[config.mk]
export PLATFORM = sky130hd
export DESIGN_NAME = evsel_chan
export DESIGN_NICKNAME = d
export VERILOG_FILES = /design/src/rtl/evsel_pkg.sv /design/src/rtl/evsel_reg.sv /design/src/rtl/evsel_decode.sv /design/src/rtl/evsel_out.sv /design/src/rtl/evsel_chan.sv
export SDC_FILE = /design/constraint.sdc
export NUM_CORES = 1
export LEC_CHECK = 0
export ABC_AREA = 1
export BUFFER_PORTS_ARGS = -buffer_cell sky130_fd_sc_hd__buf_2
export CORE_AREA = 2 2 39 41
export DETAILED_ROUTE_END_ITERATION = 16
export DIE_AREA = 0 0 41 43
export MAX_ROUTING_LAYER = met4
export PLACE_DENSITY = 0.69
export SYNTH_ARGS = -nofsm -noshare
export SYNTH_HDL_FRONTEND = slang
export SYNTH_SLANG_ARGS = --single-unit
[constraint.sdc]
create_clock -name clk_i -period 1.7 [get_ports clk_i]
set_input_delay 0.085 -clock clk_i [delete_from_list [all_inputs] [get_ports clk_i]]
set_output_delay 0.085 -clock clk_i [all_outputs]
set_load 0.005 [all_outputs]
[src/rtl/evsel_pkg.sv]
package evsel_pkg;
  localparam int SEL_W      = 8;
  localparam int NUM_SRC    = 10;
  localparam int NUM_PERIPH = 4;
  localparam int NUM_BUS_EVT = 4;

  // source vector positions
  localparam int SRC_TK_OVF = 0;
  localparam int SRC_TK_CMP = 1;
  localparam int SRC_BUS0   = 2;
  localparam int SRC_CA_CH0 = 6;
  localparam int SRC_CA_CH1 = 7;
  localparam int SRC_CA_WIN = 8;
  localparam int SRC_CB_CH0 = 9;

  // presence mask positions
  localparam int P_TK  = 0;
  localparam int P_BUS = 1;
  localparam int P_CA  = 2;
  localparam int P_CB  = 3;

  // select codes
  localparam logic [SEL_W-1:0] CODE_NONE   = 8'h00;
  localparam logic [SEL_W-1:0] CODE_TK_OVF = 8'h08;
  localparam logic [SEL_W-1:0] CODE_TK_CMP = 8'h09;
  localparam logic [SEL_W-1:0] CODE_BUS    = 8'h0A;
  localparam logic [SEL_W-1:0] CODE_CA_CH0 = 8'h10;
  localparam logic [SEL_W-1:0] CODE_CA_CH1 = 8'h11;
  localparam logic [SEL_W-1:0] CODE_CA_WIN = 8'h12;
  localparam logic [SEL_W-1:0] CODE_CB_CH0 = 8'h13;
endpackage

[src/rtl/evsel_reg.sv]
module evsel_reg #(
  parameter int W = 8
) (
  input  logic         clk_i,
  input  logic         rst_ni,
  input  logic         we_i,
  input  logic [W-1:0] wdata_i,
  output logic [W-1:0] q_o
);
  always_ff @(posedge clk_i or negedge rst_ni) begin
    if (!rst_ni)   q_o <= '0;
    else if (we_i) q_o <= wdata_i;
  end
endmodule

[src/rtl/evsel_decode.sv]
module evsel_decode
  import evsel_pkg::*;
#(
  parameter int CHAN_IDX = 0
) (
  input  logic [SEL_W-1:0]      sel_i,
  input  logic [NUM_PERIPH-1:0] pres_i,
  output logic [NUM_SRC-1:0]    route_o
);
  logic bus_hit;
  logic [NUM_BUS_EVT-1:0] bus_route;

  // channel index picks which bus strobe code 0x0A carries
  generate
    if (CHAN_IDX >= 0 && CHAN_IDX < NUM_BUS_EVT) begin : g_bus
      assign bus_hit = (sel_i == CODE_BUS) && pres_i[P_BUS];
    end else begin : g_nobus
      assign bus_hit = 1'b0;
    end
    for (genvar k = 0; k < NUM_BUS_EVT; k++) begin : g_bus_lane
      assign bus_route[k] = bus_hit && (k == CHAN_IDX);
    end
  endgenerate

  always_comb begin
    route_o = '0;
    route_o[SRC_TK_OVF] = (sel_i == CODE_TK_OVF) && pres_i[P_TK];
    route_o[SRC_TK_CMP] = (sel_i == CODE_TK_CMP) && pres_i[P_TK];
    route_o[SRC_CA_CH0] = (sel_i == CODE_CA_CH0) && pres_i[P_CA];
    route_o[SRC_CA_CH1] = (sel_i == CODE_CA_CH1) && pres_i[P_CA];
    route_o[SRC_CA_WIN] = (sel_i == CODE_CA_WIN) && pres_i[P_CA];
    route_o[SRC_CB_CH0] = (sel_i == CODE_CB_CH0) && pres_i[P_CB];
    route_o[SRC_BUS0 +: NUM_BUS_EVT] = bus_route;
  end
endmodule

[src/rtl/evsel_out.sv]
module evsel_out #(
  parameter int N = 10
) (
  input  logic         clk_i,
  input  logic         rst_ni,
  input  logic [N-1:0] route_i,
  input  logic [N-1:0] src_i,
  input  logic         man_i,
  output logic         evt_o
);
  logic hit;
  assign hit = man_i | (|(route_i & src_i));

  always_ff @(posedge clk_i or negedge rst_ni) begin
    if (!rst_ni) evt_o <= 1'b0;
    else         evt_o <= hit;
  end
endmodule

[src/rtl/evsel_chan.sv]
module evsel_chan
  import evsel_pkg::*;
#(
  parameter int CHAN_IDX = 0
) (
  input  logic                  clk_i,
  input  logic                  rst_ni,
  input  logic                  sel_we_i,
  input  logic [SEL_W-1:0]      sel_wdata_i,
  output logic [SEL_W-1:0]      sel_q_o,
  input  logic [NUM_SRC-1:0]    src_i,
  input  logic [NUM_PERIPH-1:0] pres_i,
  input  logic                  man_evt_i,
  output logic                  chan_evt_o
);
  logic [NUM_SRC-1:0] route;

  evsel_reg #(.W(SEL_W)) u_reg (
    .clk_i   (clk_i),
    .rst_ni  (rst_ni),
    .we_i    (sel_we_i),
    .wdata_i (sel_wdata_i),
    .q_o     (sel_q_o)
  );

  evsel_decode #(.CHAN_IDX(CHAN_IDX)) u_dec (
    .sel_i   (sel_q_o),
    .pres_i  (pres_i),
    .route_o (route)
  );

  evsel_out #(.N(NUM_SRC)) u_out (
    .clk_i   (clk_i),
    .rst_ni  (rst_ni),
    .route_i (route),
    .src_i   (src_i),
    .man_i   (man_evt_i),
    .evt_o   (chan_evt_o)
  );
endmodule

==> impl_results.md <==
* Cts bufs inserted at 3
* ANT cells at 0
* Total leakage power at 0.000359 uW
* Worst min-delay path startpoint: man_evt_i
* GRT Residual Overflow at 0
* DIE WIDTH at 41 um
* Cell mode on critical path: nand2_1
* Mapped Nets at 80
* Vias in the first global route at 376
* Post-Syn Area per Cell at 8.11 sq um
* Core area at 1380 sq um
* Reg2Reg Launch Point: u_reg.q_o[1]$_DFFE_PN0P_
* Max cap viols at 0
* Slew HR at 85.1%
* Top cells by area, synth: dfrtp_1 (51%), nand2_1 (12%), nand3_1 (6.9%), o21ai_1 (5.7%), mux2_1 (5.1%)
* Post-synth top cells: nand2_1 (14), dfrtp_1 (9), nand3_1 (6)
* Critical path's largest stage delay at 0.43 ns
* WP buf/inv at 0
* Finished Cell Area at 644 sq um
* Io pins at 35
* Multi-input combinational cell area at 181 sq um
* Post-DP HPWL at 784 um
* Critical Path AT at 1.20 ns
* Setup Crit Path Kind: reg2reg
* Initial antenna violation count at 0
* Status: finished clean
* Worst Tran Pin Value at 0.224 ns
* Main flop type after synthesis: dfrtp_1
* Final WL at 960 um
* TritonCTS clock tree: built
* CP max-delay cell: dfrtp_1
* Rows at 14
* Post-Synthesis Cells at 54
* Crit-path cells: nor2_1 -> nand2_1 -> nand3_1 -> nand2_1 -> nand2_1 -> nand2_1 -> nand2_1
* Placed cell area at 608 sq um
* First-pass iteration count of the detailed router at 4
* Die Ht at 43 um
* Antenna-violating nets left at 0
* Layout area overhead at 47.1%
* Clock Root Buffer: clkbuf_4
* Max Root-Sink Buffers at 2
* DR iter-0 viols at 1
* Power consumption at 505 uW
* Per-cell routed wire length at 9.14 um
* PortBufs at 31
* Achievable Freq at 1000 MHz
* Synth Warn # at 0
* Count leader, synth: nand2_1
* GRT Overall Usage at 12.1%
* Yosys top cell by area: dfrtp_1
* RSZ-0062 raised after global routing: false
* Critical path capture point type: flip-flop
* Maximum vdd drop at 0.000373 V
* Clk_skew at 0.00550 ns
* Power Dens Cells at 783 nW/um^2
* Tmin final at 0.998 ns
* Worst Hold Class: in2reg
* Sequential area share after synthesis at 51.4%
* Die area at 1760 sq um
* Gp weighted congestion at 0.696
* Fin crit share at 58.7%
* Num Clock Sinks at 9
* Fraction of registers with async set or reset after synthesis at 100%
* Synth top area share at 51.4%
* Reg2Reg Depth at 7
* Largest net degree at the start of global routing at 15
* Hold Crit Depth at 3
* H-tree lvl count at 1
* FF/Latch Area at 225 sq um
* Worst setup SP type: flip-flop
* Share of cells above drive strength 1 at 41.6%
* TNS Setup at 0 ns
* Post-CTS Setup Bufs at 0
* Via count at 462
* Hold Fails Final Rpt at 0
* Count of cell types in the netlist at 13
* Worst-path clk slew at 0.06 ns
* Vias/cell at 4.40
* WP data required at 1.90 ns
* Mapped cell area at 438 sq um
* CP startpoint: u_reg.q_o[1]$_DFFE_PN0P_
* # DRC at 0
* #FFs+latches synth at 9
* Final net count at 116
* Count of final setup violators at 0
* Clk_lat worst skew at 0.25 ns
* Post-synth EDFFs at 0
* Worst-path maximum fanout at 5
* Fillers at 149
* Logic depth of the worst path, buffers included at 7
* Starting density of the core at 31.6%
* Max Slew Vio Count at 0
* Largest delay share family, worst path: simple AND/OR/NAND/NOR gates
* Global-route wire length before repair at 1.37 mm
[power by group]
group	leakage [uW]	switching (uW)	internal [uW]
logic	0.000236	48.3	49.9
registers	0.000108	15.0	233
clock network	0.0000150	68.3	90.1
total	0.000359	132	373
[final timing paths]
| check | end | slack [ns] |
|---|---|---|
| max in group asynchronous | u_reg.q_o[7]$_DFFE_PN0P_ | 1.32 |
| min | u_out.evt_o$_DFF_PN0_ | 0.01 |
| max reg2reg | u_out.evt_o$_DFF_PN0_ | 0.70 |
| min in group asynchronous | u_reg.q_o[1]$_DFFE_PN0P_ | 0.20 |
| min reg2reg | u_reg.q_o[5]$_DFFE_PN0P_ | 0.51 |
| max | u_out.evt_o$_DFF_PN0_ | 0.70 |
[metrics by stage]
stage	instances	worst slack (ns)	util (%)	hold slack (ns)
after floorplan	54	0.762	-	-0.211
after global placement	100	0.724	43.9	-0.0572
after detailed placement	100	0.699	43.9	-0.0562
after CTS	105	0.684	46.6	0.00815
after global routing	105	0.583	46.6	0.00404
final	105	0.702	46.6	0.0109
[sequential cells by signal (all words and copies together) (netlist names)]
name / flops
u_out.evt_o: 1
u_reg.q_o: 8
[tightest hold or removal path, delay by kind of cell]
| kind | cells | cell delay [ns] |
|---|---|---|
| buffers and inverters | 1 | 0.08 |
| and+or+nand+nor | 1 | 0.04 |
| AOI/OAI and AO/OA | 1 | 0.03 |
[cell families after synthesis]
kind of cell / count (synthesis) / share of synthesized area (%)
buf+inv: 8 / 7.14
flops: 9 / 51.4
compound gates: 7 / 8.00
simple gates: 28 / 28.3
mux: 2 / 5.14
[per-layer routing]
metal / share of wire [%] / vias to the layer above / track usage, % / wire length, um
met5: 0 / - / - / 0
met4: 0 / 0 / 6.00 / 0
met3: 11 / 0 / 4.71 / 103
met2: 47 / 20 / 18.4 / 447
met1: 43 / 197 / 13.0 / 409
li1: - / 245 / - / -
[cell type report]
type,instances,share of cell area [%]
Multi-Input combinational cell,37,28.2
Tap cell,16,3.11
Inverter,7,4.08
Sequential cell,9,35.0
Timing Repair Buffer,32,25.6
Clock buffer,4,4.08
[repair_timing]
item | 4_1_cts | 5_1_grt
resized for setup | 0 | 0
endpoints found under the hold margin | 9 | 0
hold buffers | 1 | 0
setup endpoints to repair | 0 | 0
[cell usage in the layout, fill, tap and decap left out]
cell type,count
nand2_1,14
buf_2,31
inv_1,5
nand4_1,2
clkbuf_4,3
o21ai_1,5
inv_2,2
mux2_1,2
a21oi_1,1
o21ai_0,1
clkbuf_1,1
dlygate4sd3_1,1
nand3_2,1
dfrtp_1,9
nand3_1,6
nor2_1,5
Power figures use the tool's default switching activity.
